`config.mk`:
```
export PLATFORM = sky130hd
export DESIGN_NAME = lit_exec_unit
export DESIGN_NICKNAME = d
export VERILOG_FILES = /design/src/rtl/lit_alu_pkg.sv /design/src/rtl/lit_decode.sv /design/src/rtl/lit_arith.sv /design/src/rtl/lit_ptr_bank.sv /design/src/rtl/lit_exec_unit.sv
export SDC_FILE = /design/constraint.sdc
export NUM_CORES = 1
export LEC_CHECK = 0
export BUFFER_PORTS_ARGS = -buffer_cell sky130_fd_sc_hd__buf_2
export CAP_MARGIN = 25
export CORE_MARGIN = 2
export CORE_UTILIZATION = 53
export CTS_CLUSTER_DIAMETER = 120
export DETAILED_ROUTE_END_ITERATION = 6
export PLACE_DENSITY = 0.78
export REMOVE_ABC_BUFFERS = 1
export SLEW_MARGIN = 15
export SYNTH_ARGS = -nofsm -noshare
export SYNTH_HDL_FRONTEND = slang
export SYNTH_SLANG_ARGS = --single-unit
```
`constraint.sdc`:
```
create_clock -name clk -period 4.1 [get_ports clk]
set_clock_uncertainty 0.1 [all_clocks]
set_input_delay 0.82 -clock clk [delete_from_list [all_inputs] [get_ports clk]]
set_output_delay 0.82 -clock clk [all_outputs]
set_load 0.005 [all_outputs]
```
`src/rtl/lit_alu_pkg.sv`:
```
package lit_alu_pkg;
  typedef enum logic [3:0] {
    OP_NONE, OP_ADD, OP_SUB, OP_AND, OP_IOR, OP_XOR,
    OP_MOV, OP_MUL, OP_RET, OP_BANK, OP_PTRHI, OP_PTRLO
  } lit_op_e;

  typedef struct packed {
    logic n;
    logic ov;
    logic z;
    logic dc;
    logic c;
  } flags_t;
endpackage

```
`src/rtl/lit_decode.sv`:
```
module lit_decode
  import lit_alu_pkg::*;
(
  input  logic [15:0] word,
  output lit_op_e     op,
  output logic [7:0]  imm
);
  logic [7:0] opc;
  assign opc = word[15:8];
  assign imm = word[7:0];

  always_comb begin
    case (opc)
      8'h0F:   op = OP_ADD;
      8'h08:   op = OP_SUB;
      8'h0B:   op = OP_AND;
      8'h09:   op = OP_IOR;
      8'h0A:   op = OP_XOR;
      8'h0E:   op = OP_MOV;
      8'h0D:   op = OP_MUL;
      8'h0C:   op = OP_RET;
      8'h01:   op = (imm[7:4] == 4'h0) ? OP_BANK : OP_NONE;
      8'hEE:   op = (imm[7:6] == 2'b00) ? OP_PTRHI : OP_NONE;
      8'hF0:   op = OP_PTRLO;
      default: op = OP_NONE;
    endcase
  end
endmodule

```
`src/rtl/lit_arith.sv`:
```
module lit_arith
  import lit_alu_pkg::*;
#(
  parameter int DW = 8
) (
  input  lit_op_e         op,
  input  logic [DW-1:0]   w_in,
  input  logic [DW-1:0]   imm,
  input  flags_t          flg_in,
  output logic [DW-1:0]   w_out,
  output logic            w_wr,
  output flags_t          flg_out,
  output logic [2*DW-1:0] product
);
  localparam int NIB = DW / 2;

  logic [DW:0]   add_full, sub_full;
  logic [NIB:0]  add_nib, sub_nib;
  logic [DW-1:0] logic_res;

  // Subtraction runs as imm + ~W + 1 so both carries read "no borrow".
  assign add_full = {1'b0, w_in} + {1'b0, imm};
  assign sub_full = {1'b0, imm} + {1'b0, ~w_in} + {{DW{1'b0}}, 1'b1};
  assign add_nib  = {1'b0, w_in[NIB-1:0]} + {1'b0, imm[NIB-1:0]};
  assign sub_nib  = {1'b0, imm[NIB-1:0]} + {1'b0, ~w_in[NIB-1:0]} + {{NIB{1'b0}}, 1'b1};
  assign product  = w_in * imm;

  always_comb begin
    case (op)
      OP_AND:  logic_res = w_in & imm;
      OP_IOR:  logic_res = w_in | imm;
      default: logic_res = w_in ^ imm;
    endcase
  end

  always_comb begin
    w_out   = w_in;
    w_wr    = 1'b0;
    flg_out = flg_in;
    case (op)
      OP_ADD: begin
        w_out      = add_full[DW-1:0];
        w_wr       = 1'b1;
        flg_out.c  = add_full[DW];
        flg_out.dc = add_nib[NIB];
        flg_out.z  = (add_full[DW-1:0] == '0);
        flg_out.ov = (w_in[DW-1] == imm[DW-1]) && (add_full[DW-1] != w_in[DW-1]);
        flg_out.n  = add_full[DW-1];
      end
      OP_SUB: begin
        w_out      = sub_full[DW-1:0];
        w_wr       = 1'b1;
        flg_out.c  = sub_full[DW];
        flg_out.dc = sub_nib[NIB];
        flg_out.z  = (sub_full[DW-1:0] == '0);
        flg_out.ov = (imm[DW-1] != w_in[DW-1]) && (sub_full[DW-1] != imm[DW-1]);
        flg_out.n  = sub_full[DW-1];
      end
      OP_AND, OP_IOR, OP_XOR: begin
        w_out     = logic_res;
        w_wr      = 1'b1;
        flg_out.z = (logic_res == '0);
        flg_out.n = logic_res[DW-1];
      end
      OP_MOV, OP_RET: begin
        w_out = imm;
        w_wr  = 1'b1;
      end
      default: ;
    endcase
  end
endmodule

```
`src/rtl/lit_ptr_bank.sv`:
```
module lit_ptr_bank
  import lit_alu_pkg::*;
#(
  parameter int DW      = 8,
  parameter int PTR_W   = 12,
  parameter int NUM_PTR = 3
) (
  input  logic                     clk,
  input  logic                     rst_n,
  input  logic                     acc,
  input  lit_op_e                  op,
  input  logic [DW-1:0]            imm,
  output logic [NUM_PTR*PTR_W-1:0] ptr_flat
);
  localparam int HI_W = PTR_W - DW;

  logic            pend_q, pend_d;
  logic [1:0]      sel_q, sel_d;
  logic [HI_W-1:0] hi_q, hi_d;
  logic            commit;

  // Any accepted word consumes a pending first word; only a new first word rearms it.
  always_comb begin
    pend_d = pend_q;
    sel_d  = sel_q;
    hi_d   = hi_q;
    if (acc) begin
      pend_d = (op == OP_PTRHI);
      if (op == OP_PTRHI) begin
        sel_d = imm[5:4];
        hi_d  = imm[HI_W-1:0];
      end
    end
  end

  always_ff @(posedge clk or negedge rst_n) begin
    if (!rst_n) begin
      pend_q <= 1'b0;
      sel_q  <= '0;
      hi_q   <= '0;
    end else begin
      pend_q <= pend_d;
      sel_q  <= sel_d;
      hi_q   <= hi_d;
    end
  end

  assign commit = acc && pend_q && (op == OP_PTRLO);

  for (genvar g = 0; g < NUM_PTR; g++) begin : g_ptr
    logic [PTR_W-1:0] p_q, p_d;
    logic             p_en;
    assign p_en = commit && (sel_q == g[1:0]);
    always_comb p_d = p_en ? {hi_q, imm} : p_q;
    always_ff @(posedge clk or negedge rst_n) begin
      if (!rst_n) p_q <= '0;
      else        p_q <= p_d;
    end
    assign ptr_flat[g*PTR_W +: PTR_W] = p_q;
  end


  orphan_second_chk: assert property (@(posedge clk) disable iff (!rst_n)
    (acc && op == OP_PTRLO && !pend_q) |=> $stable(ptr_flat));

  reserved_sel_chk: assert property (@(posedge clk) disable iff (!rst_n)
    (acc && op == OP_PTRLO && pend_q && sel_q == 2'd3) |=> $stable(ptr_flat));
endmodule

```
`src/rtl/lit_exec_unit.sv`:
```
module lit_exec_unit
  import lit_alu_pkg::*;
#(
  parameter int DW      = 8,
  parameter int BANK_W  = 4,
  parameter int PTR_W   = 12,
  parameter int NUM_PTR = 3
) (
  input  logic                     clk,
  input  logic                     rst_n,
  input  logic                     instr_valid,
  input  logic [15:0]              instr_word,
  output logic [DW-1:0]            w_q,
  output logic [BANK_W-1:0]        bank_q,
  output logic [2*DW-1:0]          prod_q,
  output logic [NUM_PTR*PTR_W-1:0] ptr_flat,
  output logic [4:0]               status_q,
  output logic                     stall,
  output logic                     ret_strobe
);
  lit_op_e         op;
  logic [DW-1:0]   imm, w_nx_alu;
  logic            w_wr, acc;
  flags_t          flg_q, flg_d, flg_alu;
  logic [DW-1:0]   w_d;
  logic [BANK_W-1:0] bank_d;
  logic [2*DW-1:0] prod_d, prod_alu;
  logic            flush_q, flush_d;

  lit_decode u_dec (.word(instr_word), .op(op), .imm(imm));

  lit_arith #(.DW(DW)) u_alu (
    .op(op), .w_in(w_q), .imm(imm), .flg_in(flg_q),
    .w_out(w_nx_alu), .w_wr(w_wr), .flg_out(flg_alu), .product(prod_alu)
  );

  lit_ptr_bank #(.DW(DW), .PTR_W(PTR_W), .NUM_PTR(NUM_PTR)) u_ptr (
    .clk(clk), .rst_n(rst_n), .acc(acc), .op(op), .imm(imm), .ptr_flat(ptr_flat)
  );

  assign acc        = instr_valid && !flush_q;
  assign ret_strobe = acc && (op == OP_RET);
  assign stall      = flush_q;
  assign status_q   = flg_q;

  always_comb begin
    w_d     = w_q;
    flg_d   = flg_q;
    bank_d  = bank_q;
    prod_d  = prod_q;
    flush_d = 1'b0;
    if (acc) begin
      if (w_wr) w_d = w_nx_alu;
      flg_d   = flg_alu;
      flush_d = (op == OP_RET);
      if (op == OP_BANK) bank_d = imm[BANK_W-1:0];
      if (op == OP_MUL)  prod_d = prod_alu;
    end
  end

  always_ff @(posedge clk or negedge rst_n) begin
    if (!rst_n) begin
      w_q     <= '0;
      flg_q   <= '0;
      bank_q  <= '0;
      prod_q  <= '0;
      flush_q <= 1'b0;
    end else begin
      w_q     <= w_d;
      flg_q   <= flg_d;
      bank_q  <= bank_d;
      prod_q  <= prod_d;
      flush_q <= flush_d;
    end
  end


  ret_flush_chk: assert property (@(posedge clk) disable iff (!rst_n)
    ret_strobe |=> stall);

  single_stall_chk: assert property (@(posedge clk) disable iff (!rst_n)
    stall |=> !stall);

  stall_hold_chk: assert property (@(posedge clk) disable iff (!rst_n)
    stall |=> ($stable(w_q) && $stable(status_q) && $stable(bank_q)));

  logic_flags_chk: assert property (@(posedge clk) disable iff (!rst_n)
    (acc && (op == OP_AND || op == OP_IOR || op == OP_XOR))
      |=> (status_q[0] == $past(status_q[0]) && status_q[1] == $past(status_q[1])
           && status_q[3] == $past(status_q[3])));

  mov_flags_chk: assert property (@(posedge clk) disable iff (!rst_n)
    (acc && (op == OP_MOV || op == OP_BANK || op == OP_PTRHI || op == OP_PTRLO))
      |=> $stable(status_q));

  mul_keep_chk: assert property (@(posedge clk) disable iff (!rst_n)
    (acc && op == OP_MUL) |=> ($stable(w_q) && $stable(status_q)));

  idle_hold_chk: assert property (@(posedge clk) disable iff (!rst_n)
    (!instr_valid && !stall) |=> ($stable(w_q) && $stable(prod_q) && $stable(ptr_flat)));
endmodule

```
==> results of run 1 <==
[cells in the mapped netlist, types with 6 or more instances]
cell type,count
nand2b_1,6
o22ai_1,8
nand2_1,49
dfrtp_1,77
a21oi_1,24
xor2_1,13
inv_1,71
ha_1,60
mux2_2,46
nor2_1,73
nor2b_1,6
nand3_1,8
fa_1,38
and3_1,10
mux2i_1,9
o21ai_0,28
xnor2_1,12
mux2_1,10
clkbuf_1,12
nor3_1,15
[kinds of logic after synthesis]
logic type	count (synthesis)	share of synthesized area
multiplexers	68	0.119
AND/OR/NAND/NOR	191	0.142
buffers and inverters	97	0.0600
AO/OA/AOI/OAI	107	0.110
adder cells (fa/ha/maj)	98	0.235
XOR/XNOR	25	0.0341
flip-flops	77	0.300
[critical path, delay by kind of cell]
family | cells | cell delay [ns]
AOI/OAI and AO/OA | 5 | 0.87
adders and majority gates | 5 | 2.24
buffers and inverters | 4 | 0.23
and+or+nand+nor | 3 | 0.47
[cell type report]
| cell class | count | area, um2 | area share |
|---|---|---|---|
| clock buffers | 9 | 225 | 0.0272 |
| clock inverters | 7 | 63.8 | 0.00770 |
| multi-input cells | 489 | 4360 | 0.526 |
| well taps | 147 | 184 | 0.0222 |
| repair buffers | 181 | 1210 | 0.146 |
| flip-flops and latches | 77 | 1930 | 0.233 |
| inverters | 76 | 309 | 0.0373 |
[where the power goes]
part | switching [mW] | total (mW) | internal, mW
registers | 0.0686 | 0.890 | 0.822
clock network | 0.377 | 0.801 | 0.424
logic | 3.27 | 6.60 | 3.33
[routing by layer]
layer	wire, um	global-route usage	part of all wire
met1	7780	0.385	0.41
met2	9160	0.493	0.49
met3	1280	0.0641	0.068
met4	539	0.111	0.029
met5	0	0	0
[how the worst min path moves through the flow]
| stage | start | end | slack (ns) | cells past startpoint |
|---|---|---|---|---|
| after global placement | prod_q[8] | prod_q[8] | 0.36 | 2 |
| after global routing | rst_n | u_ptr.g_ptr[0].p_q[2] | 0.29 | 1 |
| after CTS | prod_q[9] | prod_q[9] | 0.38 | 2 |
| after floorplan | u_ptr.pend_q | u_ptr.pend_q | 0.35 | 1 |
| final | rst_n | u_ptr.g_ptr[0].p_q[2] | 0.27 | 1 |
| after detailed placement | prod_q[9] | prod_q[9] | 0.37 | 2 |
[flip-flops by register name, summed over array words and instances (netlist names)]
name and flops:
status_q 5, u_ptr.pend_q 1, u_ptr.hi_q 4, stall 1, prod_q 16, w_q 8
bank_q 4, u_ptr.g_ptr.p_q 36, u_ptr.sel_q 2
[through the flow]
stage	util	TNS [ns]
final	0.696	-1.35
after global routing	0.696	-2.13
after CTS	0.679	-1.42
after detailed placement	0.635	-7.28
after global placement	0.635	-5.96
after floorplan	-	-3.10
[what timing repair did]
item / in CTS / in global routing
resized for setup: 57 / 43
pin swaps: 30 / 22
setup buffers: 4 / 6
endpoints found under the hold margin: 0 / 0
setup endpoints to repair: 9 / 8
==> results.yml, run 1 <==
outcome:
  status: "finished, violations left"
  violations: "setup timing"
yosys:
  yosys_warnings: 0
  yosysSeqAreaShare: 0.300
  ys_ff_latch: 77
  syn_inst: 663
  synth_edf_count: 0
  synthArstFlopShare: 1.00
  ys_types: 66
  synth.top_cells.by_area: "dfrtp_1, fa_1, ha_1"
  netlist_area_um2: 6430
  avgSynthCellArea_um2: 9.69
  yosys.area.top_type: "dfrtp_1"
  yosysTopAreaCellShare: 0.300
  synth_ff_type: "dfrtp_1"
worst_setup_path:
  path_cells: "buf_12 > nand2_4 > fa_1 > fa_1 > inv_2 > fa_1 > inv_1 > fa_1 > inv_2 > ha_4 > o21a_1 > o31a_1 > o211ai_1 > a21oi_2 > or3_4 > a211o_1 > nand3_1"
  r2r_setup_slack_ns: -0.32
  worstRegToRegCells: 16
  critical_path.max_fanout: 5
  r2r-end: "prod_q[15]"
  start_kind: "primary input"
  cp_data_required_time_ns: 4.29
  critPathKind: "in2reg"
  cp.arrival_ns: 4.63
  cp_slowest_cell: "fa_1"
  crit_path_frequent_cell: "fa_1"
  cp-endpoint: "prod_q[15]"
  end_kind: "flop"
  startpoint: "instr_word[3]"
  r2r-start: "w_q[3]"
  cpPeakStageDelay_ns: 0.58
power_and_ir_drop:
  power.density_nw_per_um2: 1000
  leakagePower_nw: 4.35
  p_total_mw: 8.29
  vdd_drop_max_uv: 1110
timing:
  slew_headroom: 0.559
  finalSetupViolCount: 6
  whs_ns: 0.269
  final.min_clock_period_ns: 4.44
  worstMarginPinSlew_ns: 0.660
  worst_slack_ns: -0.342
  hold_violations: 0
  report.final.slew_viol_count: 0
  grt_setup_unrepaired: "true"
  max_freq_mhz: 225
  finalCritPeriodShare: 1.08
global_route:
  grt-ovfl-total: 0
  grt_pass1_vias: 5852
  antenna_found_initial: 0
  track_usage: 0.297
  grt_pass1_wl_um: 30000
  grt_max_degree: 78
floorplanning:
  rows: 40
  die_h_um: 114
  die_area_um2: 13000
  fp.dieW_um: 114
  initial_core_util: 0.539
  core_region_area_um2: 11900
  pin_count: 90
placement:
  dp.final_hpwl_um: 13900
  place.port_buffers: 89
  post_dp_cell_area_um2: 7570
  gp_congestion: 0.958
  place_ws_ns: -1.12
  place_inst: 959
clock_tree:
  clock_path_buffers: 2
  cts_tree: "built"
  cts_htree_levels: 3
  cts_sinks: 77
  cts_root_buf: "clkbuf_16"
  cts_hold_buf: 0
  clk_latency_ns: 0.36
  path_clk_slew_ns: 0.06
  numCtsBuffers: 9
drt:
  viasPerCell: 5.78
  wl_um: 18800
  wl_per_cell_um: 19.0
  first_iter_violations: 341
  drcViolationCount: 0
  drtPass1Iterations: 5
  num_vias: 5700
  ant_nets: 0
layout:
  syn2layout_area_growth_pct: 28.9
  diodes: 0
  fin_cells: 986
  fin_area_um2: 8290
  fillers: 890
  drive_gt1_frac: 0.378
  layout_common_cells: "buf_4, buf_2, dfrtp_1, inv_1, nor2_1"
  finalNetCount: 951
  final_common_cell: "buf_4"
worst_hold_path:
  hold_path_class: "in2async"
job:
  maxCapViolCount: 0
Power figures use the tool's default switching activity.
==> run 2, diff against run 1 <==
--- a/config.mk
+++ b/config.mk
@@ -10,6 +10,7 @@
 export CORE_MARGIN = 2
-export CORE_UTILIZATION = 53
+export CORE_UTILIZATION = 55
+export CTS_BUF_LIST = sky130_fd_sc_hd__clkbuf_8
 export CTS_CLUSTER_DIAMETER = 120
 export DETAILED_ROUTE_END_ITERATION = 6
-export PLACE_DENSITY = 0.78
+export PLACE_DENSITY = 0.8
 export REMOVE_ABC_BUFFERS = 1
--- a/constraint.sdc
+++ b/constraint.sdc
@@ -4,2 +4,2 @@
 set_output_delay 0.82 -clock clk [all_outputs]
-set_load 0.005 [all_outputs]
+set_load 0.02 [all_outputs]
==> results.yml, run 2 (same netlist as run 1, synthesis figures left out) <==
power_and_ir_drop:
  share_comb_of_total_power: 0.812
  power.share.clock: 0.075
  leakagePower_nw: 4.31
  switching_share: 0.469
  power.switching_mw: 3.77
  p_int_mw: 4.27
  p_total_mw: 8.04
  seqPwrFrac: 0.112
  vdd_drop_max_uv: 1190
  power.density_nw_per_um2: 980
floorplanning:
  die_h_um: 112
  fp.dieW_um: 112
  initial_core_util: 0.563
  die_area_um2: 12600
  pin_count: 90
  rows: 39
  core_region_area_um2: 11400
timing:
  final.min_clock_period_ns: 4.43
  max_freq_mhz: 226
  report.final.slew_viol_count: 0
  finalCritPeriodShare: 1.08
  worst_slack_ns: -0.325
  hold_violations: 0
  finalSetupTns_ns: -0.961
  worstMarginPinSlew_ns: 0.633
  grt_setup_unrepaired: "true"
  slew_headroom: 0.577
  finalSetupViolCount: 5
layout:
  largest_reg_flops: 36
  top_register: "u_ptr.g_ptr.p_q"
  syn2layout_area_growth_pct: 27.7
  drive_gt1_frac: 0.381
  layout_common_cells: "buf_4, buf_2, dfrtp_1, nor2_1, inv_1"
  diodes: 0
  finalNetCount: 950
  final_common_cell: "buf_4"
  reg_top3: "u_ptr.g_ptr.p_q x36, prod_q x16, w_q x8"
placement:
  dp.final_hpwl_um: 14300
  gp_congestion: 0.959
  place.port_buffers: 89
global_route:
  use_met1: 0.414
  use_met2: 0.522
  track_usage: 0.316
  grt_max_degree: 78
  grt-ovfl-total: 0
  grt_pass1_wl_um: 31100
  grt.busiest_layer: "met2"
  met3_usage: 0.0659
  antenna_found_initial: 0
  grt_pass1_vias: 5918
clock_tree:
  cts_hold_buf: 0
  clk_latency_ns: 0.38
  numCtsBuffers: 9
  cts_tree: "built"
  cts_sinks: 77
  path_clk_slew_ns: 0.09
  cts_root_buf: "clkbuf_8"
  clock_path_buffers: 2
  cts_htree_levels: 3
drt:
  num_vias: 5678
  drcViolationCount: 0
  wl_um: 19200
  ant_nets: 0
  first_iter_violations: 385
  wl_per_cell_um: 19.6
  drtPass1Iterations: 5
  viasPerCell: 5.79
outcome:
  status: "finished, violations left"
  violations: "setup timing"
worst_setup_path:
  start_kind: "primary input"
  end_kind: "flop"
  critical_path.max_fanout: 5
  critPathKind: "in2reg"
  cp.arrival_ns: 4.64
  cp_data_required_time_ns: 4.32
job:
  maxCapViolCount: 0
worst_hold_path:
  hold_path_class: "in2async"
-- run 2: cell count changes in the layout (fill, tap and decap cells not counted), sizes merged --
cell / previous run / this run
bufinv: 0 / 1
clkbuf: 10 / 9
clkinv: 7 / 5
clkinvlp: 2 / 3
-- run 2: power groups by stage --
stage          registers, mW  logic [mW]  clock network, mW
2_1_floorplan          0.957        3.34                  0
3_3_place_gp           0.895        5.13                  0
3_5_place_dp           0.895        5.26                  0
4_1_cts                0.897        6.21              0.617
5_1_grt                0.905        7.20              0.641
6_report               0.902        6.53              0.606
-- run 2: final timing paths --
check                         startpoint          to  slack (ns)  depth (start not counted)
min reg2reg                    prod_q[4]   prod_q[4]        0.38                          2
max                        instr_word[3]  prod_q[15]       -0.33                         18
max reg2reg                       w_q[2]  prod_q[15]       -0.31                         16
min in group clk               prod_q[4]   prod_q[4]        0.38                          2
min                                rst_n   prod_q[3]        0.19                          1
max in group asynchronous          rst_n      w_q[0]        3.11                          2
-- run 2: critical path: stages --
cell and delay, ns:
buf_8 0.13, inv_8 0.07, buf_4 0.12, nor2_1 0.05, fa_2 0.34, fa_1 0.48
ha_1 0.29, inv_1 0.05, fa_1 0.54, inv_2 0.05, ha_4 0.21, nor2b_4 0.12
o31a_1 0.29, o211ai_1 0.25, a21oi_2 0.12, or3_1 0.35, a211o_1 0.32, nand3_2 0.05
-- run 2: what timing repair did --
item	4_1_cts	5_1_grt
gates resized for setup	87	21
endpoints found under the setup margin	8	7
buffers inserted	11	2
pin swaps	42	12
-- run 2: stage by stage --
| stage | std cells | setup slack (ns) | cell area (um2) | util | hold slack [ns] |
|---|---|---|---|---|---|
| global route | 981 | -0.401 | 8210 | 0.719 | 0.199 |
| detailed placement | 952 | -1.08 | 7540 | 0.660 | 0.362 |
| global placement | 952 | -0.987 | 7540 | 0.660 | 0.356 |
| CTS | 978 | -0.295 | 8100 | 0.709 | 0.384 |
| finish | 981 | -0.325 | 8210 | 0.719 | 0.188 |
| floorplan | 642 | -0.730 | 6330 | - | 0.350 |
-- run 2: cell type report --
| type | instances | area [um2] |
|---|---|---|
| tap | 143 | 179 |
| clock inverter | 7 | 75.1 |
| timing repair buffer | 180 | 1210 |
| inverter | 76 | 317 |
| sequential | 77 | 1930 |
| multi-input combinational | 489 | 4370 |
| clock buffer | 9 | 124 |
| fill | 855 | 3210 |
-- run 2: metal layers --
layer	wire (um)	vias to the layer above
met5	0	-
met4	635	0
met2	9200	199
li1	-	2613
met1	8250	2820
met3	1130	46
